==> src/rtl/fir_pkg.sv <==
package fir_pkg;
  function automatic int half_taps(input int n);
    return (n + 1) / 2;
  endfunction

  function automatic int tree_levels(input int n);
    return (n <= 1) ? 0 : $clog2(n);
  endfunction
endpackage

==> src/rtl/fir_delay_line.sv <==
module fir_delay_line #(
  parameter int DATA_W = 12,
  parameter int N_TAPS = 7
) (
  input  logic                             clk_i,
  input  logic                             rst_ni,
  input  logic                             valid_i,
  input  logic [DATA_W-1:0]                x_i,
  output logic [N_TAPS-1:0][DATA_W-1:0]    taps_o
);
  always_ff @(posedge clk_i or negedge rst_ni) begin
    if (!rst_ni) begin
      taps_o <= '0;
    end else if (valid_i) begin
      for (int i = N_TAPS - 1; i > 0; i--) taps_o[i] <= taps_o[i-1];
      taps_o[0] <= x_i;
    end
  end

  a_r2_shift_in: assert property (@(posedge clk_i) disable iff (!rst_ni)
    valid_i |=> taps_o[0] == $past(x_i));

  a_r3_hold: assert property (@(posedge clk_i) disable iff (!rst_ni)
    !valid_i |=> $stable(taps_o));
endmodule

==> src/rtl/fir_preadd.sv <==
module fir_preadd #(
  parameter int DATA_W = 12,
  parameter int N_TAPS = 7,
  localparam int NH = fir_pkg::half_taps(N_TAPS),
  localparam int SW = DATA_W + 1
) (
  input  logic                          clk_i,
  input  logic                          rst_ni,
  input  logic [N_TAPS-1:0][DATA_W-1:0] taps_i,
  output logic [NH-1:0][SW-1:0]         pair_o
);
  localparam int NP = N_TAPS / 2;

  logic [NH-1:0][SW-1:0] sum_d;

  for (genvar k = 0; k < NP; k++) begin : g_pair
    assign sum_d[k] = SW'($signed(taps_i[k])) + SW'($signed(taps_i[N_TAPS-1-k]));
  end

  // odd length: centre tap passes alone
  if (N_TAPS % 2 == 1) begin : g_ctr
    assign sum_d[NH-1] = SW'($signed(taps_i[NP]));
  end

  always_ff @(posedge clk_i or negedge rst_ni) begin
    if (!rst_ni) pair_o <= '0;
    else         pair_o <= sum_d;
  end
endmodule

==> src/rtl/fir_mult.sv <==
module fir_mult #(
  parameter int DATA_W = 12,
  parameter int COEF_W = 12,
  parameter int NH     = 4,
  parameter logic [NH*COEF_W-1:0] COEF_HALF = '0,
  localparam int SW     = DATA_W + 1,
  localparam int PROD_W = SW + COEF_W
) (
  input  logic                      clk_i,
  input  logic                      rst_ni,
  input  logic [NH-1:0][SW-1:0]     pair_i,
  output logic [NH-1:0][PROD_W-1:0] prod_o
);
  always_ff @(posedge clk_i or negedge rst_ni) begin
    if (!rst_ni) begin
      prod_o <= '0;
    end else begin
      for (int k = 0; k < NH; k++)
        prod_o[k] <= PROD_W'($signed(pair_i[k])) *
                     PROD_W'($signed(COEF_HALF[k*COEF_W +: COEF_W]));
    end
  end

  a_r4_zero_in_zero_out: assert property (@(posedge clk_i) disable iff (!rst_ni)
    (pair_i == '0) |=> (prod_o == '0));
endmodule

==> src/rtl/fir_adder_tree.sv <==
module fir_adder_tree #(
  parameter int IN_W = 25,
  parameter int N_IN = 4,
  localparam int LVL   = fir_pkg::tree_levels(N_IN),
  localparam int OUT_W = IN_W + LVL
) (
  input  logic                    clk_i,
  input  logic                    rst_ni,
  input  logic [N_IN-1:0][IN_W-1:0] in_i,
  output logic [OUT_W-1:0]        sum_o
);
  localparam int NP = 1 << LVL;

  logic signed [OUT_W-1:0] lvl0 [NP];

  always_comb begin
    for (int j = 0; j < NP; j++) begin
      lvl0[j] = '0;
      if (j < N_IN) lvl0[j] = OUT_W'($signed(in_i[j]));
    end
  end

  if (LVL == 0) begin : g_flat
    assign sum_o = lvl0[0];
  end else begin : g_tree
    logic signed [OUT_W-1:0] st [LVL][NP];

    always_ff @(posedge clk_i or negedge rst_ni) begin
      if (!rst_ni) begin
        for (int l = 0; l < LVL; l++)
          for (int j = 0; j < NP; j++) st[l][j] <= '0;
      end else begin
        for (int j = 0; j < NP / 2; j++) st[0][j] <= lvl0[2*j] + lvl0[2*j+1];
        for (int l = 1; l < LVL; l++)
          for (int j = 0; j < (NP >> (l + 1)); j++)
            st[l][j] <= st[l-1][2*j] + st[l-1][2*j+1];
      end
    end

    assign sum_o = st[LVL-1][0];

    a_r8_no_wrap_pos: assert property (@(posedge clk_i) disable iff (!rst_ni)
      (!lvl0[0][OUT_W-1] && !lvl0[1][OUT_W-1]) |=> !st[0][0][OUT_W-1]);

    a_r8_no_wrap_neg: assert property (@(posedge clk_i) disable iff (!rst_ni)
      (lvl0[0][OUT_W-1] && lvl0[1][OUT_W-1]) |=> st[0][0][OUT_W-1]);
  end
endmodule

==> src/rtl/fir_sym_pipe.sv <==
module fir_sym_pipe #(
  parameter int DATA_W = 12,
  parameter int COEF_W = 12,
  parameter int N_TAPS = 7,
  parameter logic [fir_pkg::half_taps(N_TAPS)*COEF_W-1:0] COEF_HALF = 48'h3FF_F74_019_FFD,
  localparam int NH    = fir_pkg::half_taps(N_TAPS),
  localparam int LVL   = fir_pkg::tree_levels(NH),
  localparam int OUT_W = DATA_W + 1 + COEF_W + LVL
) (
  input  logic              clk_i,
  input  logic              rst_ni,
  input  logic              valid_i,
  input  logic [DATA_W-1:0] x_i,
  output logic              valid_o,
  output logic [OUT_W-1:0]  y_o
);
  localparam int SW     = DATA_W + 1;
  localparam int PROD_W = SW + COEF_W;
  localparam int LAT    = 3 + LVL;  // delay line, pre-add, multiply, tree levels

  logic [N_TAPS-1:0][DATA_W-1:0] taps;
  logic [NH-1:0][SW-1:0]         pair;
  logic [NH-1:0][PROD_W-1:0]     prod;
  logic [LAT-1:0]                vpipe;

  fir_delay_line #(.DATA_W(DATA_W), .N_TAPS(N_TAPS)) u_dly (
    .clk_i(clk_i), .rst_ni(rst_ni), .valid_i(valid_i), .x_i(x_i), .taps_o(taps)
  );

  fir_preadd #(.DATA_W(DATA_W), .N_TAPS(N_TAPS)) u_pre (
    .clk_i(clk_i), .rst_ni(rst_ni), .taps_i(taps), .pair_o(pair)
  );

  fir_mult #(.DATA_W(DATA_W), .COEF_W(COEF_W), .NH(NH), .COEF_HALF(COEF_HALF)) u_mul (
    .clk_i(clk_i), .rst_ni(rst_ni), .pair_i(pair), .prod_o(prod)
  );

  fir_adder_tree #(.IN_W(PROD_W), .N_IN(NH)) u_tree (
    .clk_i(clk_i), .rst_ni(rst_ni), .in_i(prod), .sum_o(y_o)
  );

  always_ff @(posedge clk_i or negedge rst_ni) begin
    if (!rst_ni) vpipe <= '0;
    else         vpipe <= {vpipe[LAT-2:0], valid_i};
  end

  assign valid_o = vpipe[LAT-1];

  a_r1_reset_quiet: assert property (@(posedge clk_i)
    !rst_ni |-> (!valid_o && y_o == '0));
endmodule

==> config.mk <==
export PLATFORM = sky130hd
export DESIGN_NAME = fir_sym_pipe
export DESIGN_NICKNAME = d
export VERILOG_FILES = /design/src/rtl/fir_pkg.sv /design/src/rtl/fir_delay_line.sv /design/src/rtl/fir_preadd.sv /design/src/rtl/fir_mult.sv /design/src/rtl/fir_adder_tree.sv /design/src/rtl/fir_sym_pipe.sv
export SDC_FILE = /design/constraint.sdc
export NUM_CORES = 1
export LEC_CHECK = 0
export BUFFER_PORTS_ARGS = -buffer_cell sky130_fd_sc_hd__buf_2
export CAP_MARGIN = 10
export CORE_ASPECT_RATIO = 0.9
export CORE_MARGIN = 1.5
export CORE_UTILIZATION = 70
export CTS_BUF_LIST = sky130_fd_sc_hd__clkbuf_8
export DETAILED_ROUTE_END_ITERATION = 16
export PLACE_DENSITY = 0.88
export SYNTH_ARGS = -nofsm -noshare
export SYNTH_HDL_FRONTEND = slang
export SYNTH_HIERARCHICAL = 1
export SYNTH_SLANG_ARGS = --single-unit
==> constraint.sdc <==
create_clock -name clk_i -period 8 [get_ports clk_i]
set_clock_uncertainty 0.2 [all_clocks]
set_input_delay 0.4 -clock clk_i [delete_from_list [all_inputs] [get_ports clk_i]]
set_output_delay 0.4 -clock clk_i [all_outputs]
set_load 0.005 [all_outputs]
==> Word level (Yosys, flattened, before mapping) <==
Index checks and enable logic that the tools add are counted.
Widths: inputs -> output; s select.
{ "totals": {"output_inout_bits": 28, "register_bits": 296} }
{ "op_classes": {"n_addsub": 6, "multipliers": 4} }
{ "op_table": {"columns": ["cell", "n"], "rows": [
  ["$add 12x12->13", 3],
  ["$add 27x24->27", 1],
  ["$add 22x23->24", 1],
  ["$mul 12x11->23 const B", 1],
  ["$add 16x19->20", 1],
  ["$mul 13x7->20 const B", 1],
  ["$mul 13x6->19 const B", 1],
  ["$mul 13x3->16 const B", 1]
]} }

==> Logic depth before layout (Yosys ltp) <==
{ "depth": {"depth_word": 1, "depth_mapped": 20, "ltp_nobuf": 19} }

==> Cells and area by module <==
The synthesis kept the hierarchy.
{ "by_module_without_submodules": {"columns": ["module", "cells_each", "instances", "seq_area_each_um2", "area_per_inst_um2"], "rows": [
  ["fir_mult", 1095, 1, 1976.9, 10785.3],
  ["fir_adder_tree", 659, 1, 1976.9, 6073.3],
  ["fir_delay_line", 177, 1, 2102.0, 3362.0],
  ["fir_preadd", 245, 1, 1276.2, 2782.7],
  ["fir_sym_pipe", 5, 1, 125.1, 125.1]
]} }

==> Worst setup path after synthesis <==
No wires, ideal clock.
{ "synth_path": {"path_kind": "register to register", "startpoint": "register, netlist name u_pre/pair_o[50]", "endpoint": "register, netlist name u_mul/prod_o[97]", "path_buffers": 3, "setup_time_ns": 0.120, "arrival_ns": 5.089, "path_stages_with_launch": 19, "required_ns": 7.680, "synth_period_minus_slack_ns": 5.409, "setup_slack_ns": 2.591, "path_cell_list": "dfrtp_1 -> buf_4 -> clkbuf_1 -> buf_2 -> inv_1 -> fa_1 -> inv_1 -> fa_1 -> fa_1 -> inv_1 -> fa_1 -> inv_1 -> ha_1 -> inv_1 -> nor3_1 -> a221o_1 -> a2111o_1 -> mux2i_1 -> nor2_1"} }
{ "synth_via": {"elab_chain_cells": 1} }
{ "synth_lines": {"columns": ["item", "line", "source"], "rows": [
  ["$mul 12x11->23", "fir_mult.sv:19", "prod_o[k] <= PROD_W'($signed(pair_i[k])) *"]
]} }
Every way passes these cells.
A chain may end at the register's enable or synchronous reset.

==> Worst setup path after layout <==
{ "layout_path": {"startpoint": "register, netlist name u_pre/pair_o[50]", "endpoint": "register, netlist name u_mul/prod_o[97]"} }
{ "layout_via": {"elab_chain_cells": 1} }
{ "layout_lines": {"columns": ["item", "line"], "rows": [
  ["$mul 12x11->23", "fir_mult.sv:19"]
]} }
Every way passes these cells.

==> results.sh <==
export IMPL_status="finished clean"
export IMPL_port_buffers=42
export IMPL_final_period_utilization_pct=76.4
export IMPL_synth_ff_type="dfrtp_1"
export IMPL_worstMarginPinSlew_ns=0.966
export IMPL_hold_class="reg2reg"
export IMPL_layout_commonest_cell="ha_1"
export IMPL_yosys_warnings=6
export IMPL_fmax_mhz=164
export IMPL_antenna_cells=0
export IMPL_path_buf_inv=3
export IMPL_viasPerCell=6.06
export IMPL_nets=2692
export IMPL_seq_area_frac_synth_pct=32.2
export IMPL_final_fill_count=1999
export IMPL_critPathRequiredTime_ns=8.30
export IMPL_clock_latency_ns=0.61
export IMPL_crit_arrival_ns=6.41
export IMPL_areaGrowthSynthToFinish_pct=6.29
export IMPL_grt_total_usage_pct=31.7
export IMPL_clk_pin_slew_worst_paths_ns=0.07
export IMPL_drc=0
export IMPL_die_width_um=195
export IMPL_initial_utilization_pct=71.8
export IMPL_worstPathMaxFanout=49
export IMPL_drive_gt1_share_pct=10.6
export IMPL_ant_nets=0
export IMPL_critPathSlowestCell="dfrtp_2"
export IMPL_synth_async_reset_ratio_pct=100
export IMPL_drt_iter0_drc=1365
export IMPL_first_global_vias=16881
export IMPL_cts_tree="yes"
export IMPL_globalplace_congestion=0.877
export IMPL_cap_violations=0
export IMPL_syn_inst=2181
export IMPL_synthTopCellsByArea="dfrtp_1 32%, ha_1 18%, fa_1 11%, inv_1 5.0%, xnor2_1 4.6%"
export IMPL_hold_viol=0
export IMPL_cts_root_buf="clkbuf_8"
export IMPL_syn_area_um2=23100
export IMPL_gr_total_overflow=0
export IMPL_routedWlPerCell_um=19.7
export IMPL_cts_max_level=2
export IMPL_rsz0062_at_grt="no"
export IMPL_worstSetupPathType="reg2reg"
export IMPL_grt_max_degree=171
export IMPL_crit_path_end_kind="flop"
export IMPL_yosysTopAreaCell="dfrtp_1"
export IMPL_layout_common_cells="328 x ha_1, 320 x inv_1, 297 x dfrtp_1"
export IMPL_slew_viol_final=0
export IMPL_cts_buffer_depth=3
export IMPL_antenna_found_initial=0
export IMPL_cts_setup_buffers=0
export IMPL_finalSetupViolations=0
export IMPL_drt_pass1_iterations=6
export IMPL_via_count=16218
export IMPL_path_common_cell="fa_1"
export IMPL_pin_count=43
export IMPL_row_count=62
export IMPL_core_area_um2=32200
export IMPL_slew_limit_headroom_pct=35.6
export IMPL_critPathTopFamily="adder cells"
export IMPL_slowest_delay_ns=1.00
export IMPL_die_height_um=175
export IMPL_crit_chain="inv_1 -> ha_1 -> xnor2_1 -> inv_1 -> fa_1 -> fa_1 -> fa_1 -> fa_1 -> inv_1 -> ha_1 -> a211oi_1 -> o21bai_1 -> a21o_1 -> a2111o_1 -> mux2i_1 -> nor2_1"
export IMPL_syn_avg_cell_area_um2=10.6
export IMPL_dpl_hpwl_um=38200
export IMPL_die_area_um2=34100
export IMPL_grt_pass1_wl_um=86100
export IMPL_ys_ff_latch=298
export IMPL_clock_sinks=298
export IMPL_tns_ns=0
export IMPL_synth_cell_types=76
export IMPL_wirelength_um=52700
export IMPL_cp_start_kind="flop"
export IMPL_period_minus_slack_ns=6.12
export IMPL_numCtsBuffers=49
export IMPL_synth_edf_count=0
export IMPL_synth_top_area_share_pct=32.2
==> cells in the mapped netlist (all sizes together), types with 19 or more instances <==
cell and number:
nand3 32, a21o 72, o21bai 19, nand2 84, dfrtp 298, o21ai 96
ha 328, nor2 97, mux2 84, a21oi 133, xor2 52, buf 60
a211oi 23, xnor2 121, fa 131, nand2b 19, inv 309
==> worst paths after layout <==
path / depth (start not counted) / to / slack [ns] / from
worst min register to register: 0 / vpipe[1] / 0.16 / vpipe[0]
max in group asynchronous: 3 / u_dly/taps_o[82] / 5.83 / rst_ni
worst max-delay path: 16 / u_mul/prod_o[97] / 1.88 / u_pre/pair_o[50]
worst min-delay path: 0 / vpipe[1] / 0.16 / vpipe[0]
worst max register to register: 16 / u_mul/prod_o[97] / 1.88 / u_pre/pair_o[50]
min in group asynchronous: 2 / u_tree/sum_o[24] / 0.33 / rst_ni
==> metal layers <==
layer | global-route usage, % | vias to the layer above | part of all wire (%) | routed length, um
met3 | 4.57 | 113 | 5.4 | 2870
li1 | - | 7461 | - | -
met2 | 55.4 | 610 | 50 | 26200
met5 | 0 | - | 0 | 0
met4 | 9.47 | 0 | 2.5 | 1340
met1 | 41.2 | 8034 | 42 | 22200
==> through the flow <==
stage	setup slack, ns	std cells	utilization, %	instance area (um^2)	hold WS [ns]
3_3_place_gp	1.94	2569	72.7	23400	0.142
4_1_cts	1.86	2675	76.4	24600	0.154
3_5_place_dp	1.86	2569	72.7	23400	0.137
2_1_floorplan	2.59	2182	-	23100	-0.0956
6_report	1.88	2675	76.4	24600	0.157
5_1_grt	1.39	2675	76.4	24600	0.171
==> area by class of cell <==
class / count / area [um^2] / area share (%)
repair buffers: 58 / 390 / 1.59
clock buffers: 61 / 840 / 3.42
clock inverters: 31 / 213 / 0.865
inverters: 309 / 1160 / 4.72
multi-input cells: 1502 / 14000 / 57.0
well taps: 416 / 520 / 2.12
flip-flops and latches: 298 / 7460 / 30.3
==> repair_timing <==
| action | in CTS | in global routing |
|---|---|---|
| gates resized for setup | 0 | 0 |
| hold endpoints to repair | 141 | 0 |
| hold buffers | 14 | 0 |
==> registers in the layout (all words and copies together), names as in the netlist <==
register          flops
u_dly/taps_o         84
u_mul/prod_o         79
u_tree/g_tree.st     52
u_pre/pair_o         51
u_tree/sum_o         27
vpipe                 5
==> cell families (layout without fill, tap and decap cells) <==
family                   Yosys count  count (layout)  share of synthesized area (%)
AO/OA/AOI/OAI                    456             456                           12.9
buffers and inverters            382             459                           7.24
adder cells (fa/ha/maj)          459             459                           29.1
multiplexers                      91              91                           5.37
other                              1               2                         0.0162
XOR/XNOR                         173             173                           6.55
flip-flops                       298             298                           32.2
AND/OR/NAND/NOR                  321             321                           6.57
==> worst register-to-register path: stages, from the launching register on <==
cell	delay, ns
dfrtp_2	1.00
inv_1	0.32
ha_1	0.42
xnor2_1	0.30
inv_1	0.11
fa_1	0.54
fa_1	0.44
fa_1	0.51
fa_1	0.54
inv_1	0.04
ha_1	0.38
a211oi_1	0.24
o21bai_1	0.16
a21o_1	0.22
a2111o_1	0.40
mux2i_1	0.12
nor2_1	0.06
Power is not shown: default switching activity piles up to over one toggle a cycle in this logic, so the estimate is an artifact.
